## config.mk

```make
export PLATFORM = sky130hd
export DESIGN_NAME = ticket_lock
export DESIGN_NICKNAME = d
export VERILOG_FILES = /design/src/rtl/ticket_lock_pkg.sv /design/src/rtl/tl_dispenser.sv /design/src/rtl/tl_slot.sv /design/src/rtl/ticket_lock.sv
export SDC_FILE = /design/constraint.sdc
export NUM_CORES = 1
export LEC_CHECK = 0
export ABC_CLOCK_PERIOD_IN_PS = 2700
export CORE_ASPECT_RATIO = 1.5
export CORE_UTILIZATION = 47
export DETAILED_ROUTE_END_ITERATION = 10
export PLACE_DENSITY = 0.83
export SLEW_MARGIN = 0
export SYNTH_ARGS = -nofsm -noshare
export SYNTH_HDL_FRONTEND = slang
export SYNTH_SLANG_ARGS = --single-unit
```

## constraint.sdc

```tcl
create_clock -name clk_i -period 2.7 [get_ports clk_i]
set_clock_uncertainty 0.1 [all_clocks]
set_input_delay 0.54 -clock clk_i [delete_from_list [all_inputs] [get_ports clk_i]]
set_output_delay 0.54 -clock clk_i [all_outputs]
set_load 0.01 [all_outputs]
```

## src/rtl/ticket_lock_pkg.sv

```systemverilog
package ticket_lock_pkg;
  function automatic int cnt_width(input int n);
    return (n > 2) ? $clog2(n) : 1;
  endfunction
endpackage

```

## src/rtl/tl_dispenser.sv

```systemverilog
module tl_dispenser #(
  parameter int N_REQ = 4,
  parameter int CNT_W = 2
) (
  input  logic                   clk_i,
  input  logic                   rst_ni,
  input  logic [N_REQ-1:0]       take_i,
  output logic [N_REQ*CNT_W-1:0] lane_tkt_o
);
  logic [CNT_W-1:0] next_q, cnt;

  // tickets for same-cycle takes are assigned in index order
  always_comb begin
    cnt = '0;
    lane_tkt_o = '0;
    for (int i = 0; i < N_REQ; i++) begin
      lane_tkt_o[i*CNT_W +: CNT_W] = next_q + cnt;
      cnt = cnt + CNT_W'(take_i[i]);
    end
  end

  always_ff @(posedge clk_i or negedge rst_ni) begin
    if (!rst_ni) next_q <= '0;
    else         next_q <= next_q + cnt;
  end
endmodule

```

## src/rtl/tl_slot.sv

```systemverilog
module tl_slot #(
  parameter int CNT_W = 2
) (
  input  logic             clk_i,
  input  logic             rst_ni,
  input  logic             take_i,
  input  logic [CNT_W-1:0] new_tkt_i,
  input  logic             drop_i,
  input  logic [CNT_W-1:0] serving_i,
  output logic             busy_o,
  output logic [CNT_W-1:0] tkt_o,
  output logic             grant_o,
  output logic [CNT_W-1:0] wait_o
);
  always_ff @(posedge clk_i or negedge rst_ni) begin
    if (!rst_ni) begin
      busy_o <= 1'b0;
      tkt_o  <= '0;
    end else if (take_i) begin
      busy_o <= 1'b1;
      tkt_o  <= new_tkt_i;
    end else if (drop_i) begin
      busy_o <= 1'b0;
    end
  end

  assign grant_o = busy_o && (tkt_o == serving_i);
  assign wait_o  = busy_o ? (tkt_o - serving_i) : '0;
endmodule

```

## src/rtl/ticket_lock.sv

```systemverilog
module ticket_lock #(
  parameter int N_REQ = 4,
  localparam int CNT_W = ticket_lock_pkg::cnt_width(N_REQ)
) (
  input  logic                   clk_i,
  input  logic                   rst_ni,
  input  logic [N_REQ-1:0]       acq_i,
  input  logic [N_REQ-1:0]       rel_i,
  output logic [N_REQ-1:0]       grant_o,
  output logic [N_REQ*CNT_W-1:0] ticket_o,
  output logic [N_REQ*CNT_W-1:0] wait_o,
  output logic                   rel_err_o
);
  logic [N_REQ-1:0]       busy, take, drop;
  logic [N_REQ*CNT_W-1:0] lane_tkt;
  logic [CNT_W-1:0]       serving_q;
  logic                   rel_ok;

  assign take   = acq_i & ~busy;
  assign drop   = rel_i & grant_o;
  assign rel_ok = |drop;

  tl_dispenser #(.N_REQ(N_REQ), .CNT_W(CNT_W)) u_disp (
    .clk_i      (clk_i),
    .rst_ni     (rst_ni),
    .take_i     (take),
    .lane_tkt_o (lane_tkt)
  );

  for (genvar i = 0; i < N_REQ; i++) begin : g_slot
    tl_slot #(.CNT_W(CNT_W)) u_slot (
      .clk_i     (clk_i),
      .rst_ni    (rst_ni),
      .take_i    (take[i]),
      .new_tkt_i (lane_tkt[i*CNT_W +: CNT_W]),
      .drop_i    (drop[i]),
      .serving_i (serving_q),
      .busy_o    (busy[i]),
      .tkt_o     (ticket_o[i*CNT_W +: CNT_W]),
      .grant_o   (grant_o[i]),
      .wait_o    (wait_o[i*CNT_W +: CNT_W])
    );
  end

  always_ff @(posedge clk_i or negedge rst_ni) begin
    if (!rst_ni) begin
      serving_q <= '0;
      rel_err_o <= 1'b0;
    end else begin
      if (rel_ok) serving_q <= serving_q + 1'b1;
      rel_err_o <= |(rel_i & ~grant_o);
    end
  end
endmodule

```

**After elaboration in Yosys (flattened, before gate mapping)**

Cells that the tools add are included.
Widths: inputs -> output; s select.

- Shift-type cells: 0
- Add/sub/neg operators: 12
- Multiplexer cells: 12
- Multipliers: 0
- Magnitude comparators: 0
- Reduce and logical (&&, ||, !) cells: 10
- Bitwise logic cells: 5
- Divide/modulo/power cells: 0
- Equality and inequality tests: 4

Operators by type and width:

| cell | number |
|---|---|
| $and 4x4->4 | 3 |
| $eq 2x2->1 | 4 |
| $mux 1 | 8 |
| $mux 2 | 4 |
| $not 4->4 | 2 |
| $reduce_bool 2->1 | 4 |
| $reduce_or 4->1 | 2 |
| $sub 2x2->2 | 4 |
| $add 2x1->2 | 3 |
| $add 2x2->2 | 3 |
| $logic_and 1x1->1 | 4 |
| $add 1x1->2 | 1 |
| $add 2x1->2 const B | 1 |

- Memory bits (writable): 0
- Bits in latches: 0
- Memories: 0
- Flip-flop bits (word level): 17
- Output and inout port bits: 21
- Bits in read-only memories: 0
- Word-level logic and storage cells: 54

**Longest topological paths before layout**

- Word-level depth: 6
- Mapped depth: 8

**Hierarchy**

From an unflattened synthesis, not the netlist that was laid out.

- Cells, all modules: 106
- Area, all modules: 1101.1 um^2

By module, submodules not included:

| module | cells an instance | instances | area each (um^2) | seq. area each (um^2) |
|---|---|---|---|---|
| tl_slot | 16 | 4 | 163.9 | 75.1 |
| tl_dispenser | 16 | 1 | 237.7 | 50.0 |
| ticket_lock | 26 | 1 | 207.7 | 75.1 |

**Worst setup path after synthesis**

Ideal clock, no wire load.

- Kind: input -> register
- Start: input port acq_i[0]
- End: register u_disp.next_q[1]
- Cell stages on the path: 6
- Data arrival time: 1983 ps
- Setup time: 127 ps
- Slack: 490 ps
- Path buffers: 0
- Data required time: 2473 ps
- Path through: nor2b_1 inv_1 fa_1 inv_1 fa_1 xnor2_1

- Word-level cells in the longest chain between the ends: 5

Ends and longest elaborated chain:

| element | RTL line | RTL |
|---|---|---|
| start: declaration | ticket_lock.sv:7 | `input logic [N_REQ-1:0] acq_i,` |
| $and 4x4->4 | ticket_lock.sv:19 | `assign take = acq_i & ~busy;` |
| $add 1x1->2 | tl_dispenser.sv:18 | `cnt = cnt + CNT_W'(take_i[i]);` |
| $add 2x1->2 (2 in series) | tl_dispenser.sv:18 |  |
| $add 2x2->2 | tl_dispenser.sv:24 | `else next_q <= next_q + cnt;` |
| end signal: assignment | tl_dispenser.sv:24 |  |
| end: declaration | tl_dispenser.sv:10 | `logic [CNT_W-1:0] next_q, cnt;` |

No other way between the ends.
A chain may end at the register's enable or synchronous reset.

**Worst setup path after layout**

- Start: register serving_q[0]
- End: output port grant_o[2]

- Word-level cells in the longest chain between the ends: 2

Ends and longest elaborated chain:

| element | RTL line | RTL |
|---|---|---|
| start: declaration | ticket_lock.sv:16 | `logic [CNT_W-1:0] serving_q;` |
| start signal: assignment | ticket_lock.sv:50 | `if (rel_ok) serving_q <= serving_q + 1'b1;` |
| $eq 2x2->1 | tl_slot.sv:27 | `assign grant_o = busy_o && (tkt_o == serving_i);` |
| $logic_and 1x1->1 | tl_slot.sv:27 |  |
| end: declaration | ticket_lock.sv:9 | `output logic [N_REQ-1:0] grant_o,` |

No other way between the ends.

==> flow_metrics.tcl <==
set metrics [dict create \
    status "complete, no violations" \
    fin_setup_tns_ns 0 \
    drv_cap 0 \
    syn_area_per_cell_um2 9.86 \
    startpoint_type "flop" \
    path_delay_family "buffers and inverters" \
    grt_pass1_vias 838 \
    place.gp.congestion 0.819 \
    vias 855 \
    drcViolationCount 0 \
    drive_gt1_share_pct 8.39 \
    crit_path_top_delay_cell "clkdlybuf4s50_1" \
    coreArea_um2 2230 \
    dpl.hpwl_mm 1.80 \
    cts_buffers 3 \
    relSlewSlack_pct 47.3 \
    cts_hold_buf 0 \
    multiInputGateArea_um2 597 \
    clk_latency_ns 0.29 \
    p_per_area_nw_per_um2 1550 \
    rr_startpoint "g_slot[2].u_slot.busy_o" \
    cts_sinks 17 \
    tightest_slew_ns 0.788 \
    synth_top_family_by_area "XOR/XNOR gates" \
    r2r_slack_ns 0.64 \
    ff_latch_area_um2 425 \
    yosysSeqAreaShare_pct 38.5 \
    drt_iter0_drc 19 \
    viasPerCell 5.15 \
    hold_violations 0 \
    clockRootBuffer "clkbuf_4" \
    wire_per_inst_um 13.3 \
    synth-xor-area-share_pct 17.4 \
    fmax_mhz 397 \
    cts_tree "built" \
    fillers 190 \
    synth-simple-area-share_pct 13.8 \
    antenna_left 0 \
    hold_path_class "reg2reg" \
    ioPinCount 31 \
    final_cell_mix "clkdlybuf4s50_1 (30), nor2_1 (17), dfrtp_1 (17)" \
    crit_cells 4 \
    syn_inst 112 \
    cts_buffer_depth 2 \
    routed_wl_mm 2.21 \
    critPathKind "reg2out" \
    cp.arrival_ns 1.88 \
    design_power_total_mw 2.22 \
    num_rows 21 \
    rr_worst_depth 6 \
    ys_seq_elements 17 \
    die_x_um 41.6 \
    drtPass1Iterations 4 \
    netlist_area_um2 1100 \
    crit_chain "ha_1 -> nand2_1 -> nor2_1 -> clkdlybuf4s50_1" \
    grt_pass1_wl_mm 3.59 \
    vdd_drop_max_v 0.000919 \
    die_y_um 61.4 \
    slew_violations 0 \
    synth_nets 132 \
    initial_utilization_pct 49.5 \
    holdCritStartpoint "g_slot[2].u_slot.tkt_o[0]" \
    antenna_found_initial 0 \
    timing.rr.end "u_disp.next_q[1]" \
    setup_viol 0 \
    path_buf_inv 1 \
    antennaDiodeCount 0 \
    cts_max_level 1 \
    min_path_cells 1 \
    fin_crit_ns 2.52 \
    clk_pin_slew_ns 0.10 \
    endpoint_kind "output port" \
    area_growth_pct 29.8 \
    hold_path_end "g_slot[2].u_slot.tkt_o[0]" \
    cts_resized 0 \
    synth_fa_ha_area_share_pct 12.7 \
    crit_fanout 6 \
    grt_start_max_net_pins 18 \
    critPathMaxStageDelay_ns 0.53 \
    post-cts-setup-buffer-count 0 \
    synthMuxAreaShare_pct 2.04 \
    synth-compound-area-share_pct 8.04 \
    power.leakage_nw 0.635 \
    final_nets 164 \
    grt-ovfl-total 0 \
    io_buffers 30 \
    fp.dieArea_um2 2550 \
    yosys_warnings 0 \
    layout_commonest_cell "clkdlybuf4s50_1" \
    finalCritPeriodShare_pct 93.2 \
    synth_cell_types 24 \
    grt_usage_pct 19.2 \
    rsz0062_at_grt "no" \
    hold_slack_ns 0.451 \
    required_ns 2.06 \
]
## area by class of cell
class                      instances  share of cell area (%)
clock buffer                       4                    1.83
inverter                          11                    2.88
multi-input combinational         79                    41.6
sequential                        17                    29.7
tap                               23                    2.01
timing repair buffer              32                    22.0
## stage by stage
step | area, um^2 | setup WS [ns] | utilization (%) | cells
after floorplan | 1100 | 0.490 | - | 112
after global placement | 1410 | 0.189 | 63.0 | 162
after detailed placement | 1410 | 0.145 | 63.0 | 162
after CTS | 1430 | 0.174 | 64.2 | 166
after global routing | 1430 | 0.0871 | 64.2 | 166
final | 1430 | 0.184 | 64.2 | 166
## cell families after synthesis
logic type | count (synthesis)
xor+xnor | 16
fa+ha+maj | 10
mux | 2
simple gates | 36
flops | 17
compound gates | 15
buf+inv | 16
## worst max-delay path by stage
stage | from | endpoint | slack [ns]
floorplan | acq_i[0] | u_disp.next_q[1] | 0.49
global placement | acq_i[0] | u_disp.next_q[1] | 0.19
detailed placement | acq_i[0] | u_disp.next_q[1] | 0.15
CTS | serving_q[0] | grant_o[2] | 0.17
global route | serving_q[0] | grant_o[2] | 0.09
finish | serving_q[0] | grant_o[2] | 0.18
## Yosys cell counts, drive strengths merged
| master | number | share of area (%) |
|---|---|---|
| fa | 2 | 3.6 |
| xor2 | 7 | 10 |
| nand3 | 4 | 1.8 |
| nor4 | 1 | 0.57 |
| o41ai | 1 | 1.5 |
| nand2 | 10 | 3.4 |
| nor2b | 2 | 1.1 |
| xnor2 | 9 | 7.1 |
| inv | 11 | 3.7 |
| nor2 | 18 | 6.3 |
| buf | 5 | 3.7 |
| o21ai | 11 | 5.0 |
| mux2 | 2 | 2.0 |
| ha | 8 | 9.1 |
| nand4 | 1 | 0.57 |
| a21oi | 2 | 0.91 |
| dfrtp | 17 | 39 |
| o21bai | 1 | 0.68 |
## flip-flops by register name, indices dropped and copies added, names as in the netlist
register and cells:
g_slot.u_slot.tkt_o 8, u_disp.next_q 2, g_slot.u_slot.busy_o 4, serving_q 2
rel_err_o 1
## power by group
part           internal (mW)  switching (mW)
registers              0.384           0.140
clock network         0.0575          0.0797
logic                  0.831           0.726
total                   1.27           0.945
## routing by layer
layer / share of wire [%] / track usage (%) / wire length (um) / up-vias
met5: 0 / 0 / 0 / -
met4: 2.9 / 12.9 / 63 / 0
met3: 2.9 / 2.05 / 64 / 7
met2: 54 / 35.5 / 1200 / 20
met1: 40 / 20.7 / 882 / 408
li1: - / - / - / 420
No activity file was read; power rests on OpenSTA's default activity.
